$ cat src/rtl/eager_enq_pkg.sv
package eager_enq_pkg;
  localparam int PORT_W  = 3;
  localparam int NUM_OUT = 5;

  localparam logic [PORT_W-1:0] PORT_LOCAL = 3'd0;
  localparam logic [PORT_W-1:0] PORT_EAST  = 3'd1;
  localparam logic [PORT_W-1:0] PORT_WEST  = 3'd2;
  localparam logic [PORT_W-1:0] PORT_NORTH = 3'd3;
  localparam logic [PORT_W-1:0] PORT_SOUTH = 3'd4;

  localparam int OUT_LOCAL = 0;
  localparam int OUT_EAST  = 1;
  localparam int OUT_WEST  = 2;
  localparam int OUT_NORTH = 3;
  localparam int OUT_SOUTH = 4;
endpackage

$ cat src/rtl/eager_rst_sync.sv
module eager_rst_sync #(
  parameter int STAGES = 2
) (
  input  logic clk,
  input  logic arst_n,
  output logic srst_n
);
  logic [STAGES-1:0] chain_q;

  always_ff @(posedge clk or negedge arst_n) begin
    if (!arst_n) chain_q <= '0;
    else         chain_q <= {chain_q[STAGES-2:0], 1'b1};
  end

  assign srst_n = chain_q[STAGES-1];
endmodule

$ cat src/rtl/eager_progress.sv
module eager_progress
  import eager_enq_pkg::*;
#(
  parameter int COORD_W = 4
) (
  input  logic               eager,
  input  logic [PORT_W-1:0]  arr_port,
  input  logic [COORD_W-1:0] dst_x,
  input  logic [COORD_W-1:0] dst_y,
  input  logic [COORD_W-1:0] here_x,
  input  logic [COORD_W-1:0] here_y,
  output logic               live
);
  // The hop came from the neighbour on arr_port; only that axis moved.
  logic hop_ok;

  always_comb begin
    case (arr_port)
      PORT_WEST:  hop_ok = (dst_x >= here_x);
      PORT_EAST:  hop_ok = (dst_x <= here_x);
      PORT_SOUTH: hop_ok = (dst_y >= here_y);
      PORT_NORTH: hop_ok = (dst_y <= here_y);
      default:    hop_ok = 1'b1;
    endcase
  end

  assign live = !eager || hop_ok;
endmodule

$ cat src/rtl/eager_xy_select.sv
module eager_xy_select
  import eager_enq_pkg::*;
#(
  parameter int COORD_W = 4
) (
  input  logic [COORD_W-1:0] dst_x,
  input  logic [COORD_W-1:0] dst_y,
  input  logic [COORD_W-1:0] here_x,
  input  logic [COORD_W-1:0] here_y,
  output logic [NUM_OUT-1:0] sel,
  output logic               at_home
);
  localparam int IDX_W = $clog2(NUM_OUT);

  logic [IDX_W-1:0] dir_idx;

  always_comb begin
    if (dst_x > here_x)      dir_idx = IDX_W'(OUT_EAST);
    else if (dst_x < here_x) dir_idx = IDX_W'(OUT_WEST);
    else if (dst_y > here_y) dir_idx = IDX_W'(OUT_NORTH);
    else if (dst_y < here_y) dir_idx = IDX_W'(OUT_SOUTH);
    else                     dir_idx = IDX_W'(OUT_LOCAL);
  end

  for (genvar g = 0; g < NUM_OUT; g++) begin : g_dec
    assign sel[g] = (dir_idx == IDX_W'(g));
  end

  assign at_home = (dst_x == here_x) && (dst_y == here_y);
endmodule

$ cat src/rtl/eager_enq_check.sv
module eager_enq_check
  import eager_enq_pkg::*;
#(
  parameter int COORD_W     = 4,
  parameter int SYNC_STAGES = 2
) (
  input  logic               clk,
  input  logic               rst_n,
  input  logic               in_valid,
  input  logic               in_eager,
  input  logic [2:0]         in_port,
  input  logic [COORD_W-1:0] in_dst_x,
  input  logic [COORD_W-1:0] in_dst_y,
  input  logic [COORD_W-1:0] my_x,
  input  logic [COORD_W-1:0] my_y,
  output logic [4:0]         enq_sel,
  output logic               flit_dead,
  output logic               deliver_local
);
  logic               rst_sync_n;
  logic               live;
  logic [NUM_OUT-1:0] route_sel;
  logic               at_home;

  logic [NUM_OUT-1:0] sel_d,   sel_q;
  logic               dead_d,  dead_q;
  logic               local_d, local_q;
  logic               cke;

  eager_rst_sync #(.STAGES(SYNC_STAGES)) u_rst (
    .clk    (clk),
    .arst_n (rst_n),
    .srst_n (rst_sync_n)
  );

  eager_progress #(.COORD_W(COORD_W)) u_prog (
    .eager    (in_eager),
    .arr_port (in_port),
    .dst_x    (in_dst_x),
    .dst_y    (in_dst_y),
    .here_x   (my_x),
    .here_y   (my_y),
    .live     (live)
  );

  eager_xy_select #(.COORD_W(COORD_W)) u_xy (
    .dst_x   (in_dst_x),
    .dst_y   (in_dst_y),
    .here_x  (my_x),
    .here_y  (my_y),
    .sel     (route_sel),
    .at_home (at_home)
  );

  // Next state: a dead verdict overrides the route choice.
  always_comb begin
    sel_d   = '0;
    dead_d  = 1'b0;
    local_d = 1'b0;
    if (in_valid) begin
      if (live) begin
        sel_d   = route_sel;
        local_d = at_home;
      end else begin
        dead_d  = 1'b1;
      end
    end
  end

  // Load on a new flit, or once more to clear a held result.
  assign cke = in_valid || (|sel_q) || dead_q || local_q;

  always_ff @(posedge clk or negedge rst_sync_n) begin
    if (!rst_sync_n) begin
      sel_q   <= '0;
      dead_q  <= 1'b0;
      local_q <= 1'b0;
    end else if (cke) begin
      sel_q   <= sel_d;
      dead_q  <= dead_d;
      local_q <= local_d;
    end
  end

  assign enq_sel       = sel_q;
  assign flit_dead     = dead_q;
  assign deliver_local = local_q;
endmodule

$ cat config.mk
export PLATFORM = sky130hd
export DESIGN_NAME = eager_enq_check
export DESIGN_NICKNAME = d
export VERILOG_FILES = /design/src/rtl/eager_enq_pkg.sv /design/src/rtl/eager_rst_sync.sv /design/src/rtl/eager_progress.sv /design/src/rtl/eager_xy_select.sv /design/src/rtl/eager_enq_check.sv
export SDC_FILE = /design/constraint.sdc
export NUM_CORES = 1
export LEC_CHECK = 0
export CAP_MARGIN = 40
export CORE_MARGIN = 2
export CORE_UTILIZATION = 41
export CTS_BUF_LIST = sky130_fd_sc_hd__clkbuf_8
export DETAILED_ROUTE_END_ITERATION = 8
export DONT_BUFFER_PORTS = 1
export MAX_ROUTING_LAYER = met4
export SETUP_SLACK_MARGIN = 0.15
export SLEW_MARGIN = 20
export SYNTH_ARGS = -nofsm -noshare
export SYNTH_HDL_FRONTEND = slang
export SYNTH_SLANG_ARGS = --single-unit
export TNS_END_PERCENT = 100
$ cat constraint.sdc
create_clock -name clk -period 1.1 [get_ports clk]
set_clock_uncertainty 0.1 [all_clocks]
set_input_delay 0.11 -clock clk [delete_from_list [all_inputs] [get_ports clk]]
set_output_delay 0.11 -clock clk [all_outputs]
set_load 0.05 [all_outputs]
==> impl_metrics.yaml <==
synthesis:
  yosys_warnings: 0
  synthXorXnorAreaFrac_pct: 1.461
  netlist.area_leader.share_pct: 37.58
  synth_area_leaders: "dfrtp_1, ha_1, inv_1"
  yosysSeqAreaShare_pct: 37.58
  synth_compound_area_share_pct: 12.53
  synth-seq-cells: 9
  netlist.top_cell.by_area: "dfrtp_1"
  syn_inst: 62
  synth_ff_type: "dfrtp_1"
  synth_fp_nets: 93
  synth.area.mux_share_pct: 0
  async_flop_share_pct: 100.0
  synth_top_family_by_area: "simple AND/OR/NAND/NOR gates"
  syn_avg_cell_area_um2: 9.667
  synth_cell_types: 25
  syn_area_um2: 599.3
  synth_edf_count: 0
  synthSimpleGateAreaFrac_pct: 25.47
  synth_fa_ha_area_share_pct: 16.70
  yosys-top-cells-count: "dfrtp_1, inv_1, ha_1"
worst_hold_path:
  hold_class: "reg -> async"
placed_design:
  io_buffers: 0
  placed_area_um2: 817.0
  dp_hpwl_um: 844.7
  place_congestion: 0.6893
power:
  p_per_area_nw_per_um2: 1058
  power_leakage_nw: 0.4025
  total_power_uw: 998.4
  peakVddDrop_v: 0.0004556
route:
  viasPerCell: 5.304
  detail_route.iter0.violations: 1
  post-route-drc-count: 0
  wl_per_cell_um: 12.20
  dr.pass1.iters: 4
  vias: 488
  ant_nets: 0
  wirelength_um: 1122
critical_path:
  cp.depth: 7
  path_cells: "inv_12 -> ha_4 -> nor2b_4 -> o211ai_1 -> a31oi_2 -> nor4_4 -> nor3b_1"
  ff2ff_path_depth: 0
  crit_slowest_cell: "nor4_4"
  path_max_fanout: 5
  required_ns: 1.09
  worstSetupPathType: "in -> reg"
  critPathArrivalTime_ns: 1.37
  critPathTopFamily: "simple AND/OR/NAND/NOR gates"
  cp-start-kind: "input pin"
  worstSetupEndpointType: "flip-flop"
  slowest_delay_ns: 0.40
  worst-path-buf-inv: 1
global_route:
  grt_pass1_wl_um: 1938
  antenna_found_initial: 0
  grt_max_degree: 8
  track_usage_pct: 15.00
  grt_pass1_vias: 484
  grt_overflow: 0
die:
  dieArea_um2: 1784
  rows: 13
  die_w_um: 42.24
  fp.dieH_um: 42.24
  core_area_um2: 1334
  io_pins: 30
  initial_core_util_pct: 44.93
sta:
  final-max-slew-violation-count: 0
  fmax_mhz: 723.6
  setup_viol: 6
  fin_ws_ns: -0.2820
  min_period_over_period_pct: 125.6
  hold_viol: 7
  setup_tns_ns: -1.438
  holdWs_ns: -0.002767
  finalCriticalPeriod_ns: 1.382
  rsz0062_at_grt: "yes"
finish:
  fin_util_pct: 70.73
  multi_input_area_um2: 470.5
  diodes: 0
  final_cell_area_um2: 943.4
  fin_nets: 109
  regArea_um2: 231.5
  drive_gt1_share_pct: 54.55
  num-fill-cells: 105
  syn2layout_area_growth_pct: 57.41
clock_network:
  cts_buffers: 3
  cts.sinks: 9
  cts_max_level: 1
  clk_latency_ns: 0.23
  clkTransAtPathRegs_ns: 0.04
  clock-root-buffer: "clkbuf_8"
  ctsLongestPathBuffers: 2
  tritoncts: "built"
run:
  max_cap_viol_count: 0
outcome:
  violations: "negative hold slack, negative setup slack"
  status: "finished, violations left"
## sequential cells by signal (all words and copies together) (netlist names)
name           cells
enq_sel            5
u_rst.chain_q      2
deliver_local      1
flit_dead          1
## area by class of cell
class	instances	area share, %
clock buffers	3	4.377
clock inverters	1	0.3979
inverters	9	8.488
multi-input cells	44	49.87
flip-flops and latches	9	24.54
well taps	15	1.989
repair buffers	11	10.34
## metrics by stage
step,hold WS (ns),cells,setup WS [ns]
floorplan,-0.2856,62,-0.3693
global placement,-0.2855,85,-0.4426
finish,-0.002767,92,-0.2820
global route,0.01411,92,-0.3557
detailed placement,-0.2855,85,-0.4659
CTS,0.003831,91,-0.2377
## metal layers
layer / vias to the layer above / global-route usage, % / part of all wire (%)
met2: 23 / 23.69 / 53
li1: 241 / - / -
met3: 6 / 2.155 / 5.9
met4: 0 / 13.13 / 3.9
met1: 218 / 16.19 / 37
met5: - / - / 0
## report_power, final
part / switching (mW) / internal (mW) / total [mW] / leakage, nW
clock network: 0.113 / 0.241 / 0.354 / 0.0269
logic: 0.103 / 0.149 / 0.252 / 0.264
registers: 0.0442 / 0.348 / 0.392 / 0.111
total: 0.261 / 0.738 / 0.998 / 0.403
## cells by family after synthesis
| group | Yosys count |
|---|---|
| and+or+nand+nor | 25 |
| AOI/OAI and AO/OA | 9 |
| buffers and inverters | 9 |
| DFF | 9 |
| adders and majority gates | 8 |
| xor gates and xnor gates | 1 |
| other | 1 |
## cells in the final DEF (no fill, tap or decap), types with 2 or more instances in the layout
master    n
a21oi_1   2
buf_4     7
buf_6     2
clkbuf_8  3
dfrtp_1   4
dfrtp_2   5
ha_4      8
inv_1     2
inv_2     5
nand2_1   5
nand4_1   3
nor2_1    5
nor2b_4   2
## worst paths after layout
path	from	to	slack [ns]
min	u_rst.chain_q[1]	enq_sel[0]	-0.003
max	my_y[1]	enq_sel[3]	-0.28
min reg2reg	u_rst.chain_q[1]	enq_sel[0]	-0.003
max in group asynchronous	u_rst.chain_q[1]	enq_sel[2]	0.68
max reg2reg	u_rst.chain_q[0]	u_rst.chain_q[1]	0.52
min in group clk	in_eager	enq_sel[1]	0.09
## what timing repair did
item / CTS / global route
resized for setup: 2 / 15
hold buffers: 2 / 0
setup endpoints to repair: 13 / 14
hold endpoints to repair: 8 / 0
buffers inserted: 0 / 1
pin swaps: 1 / 6
Note: power is estimated with default switching activity, not from simulation.
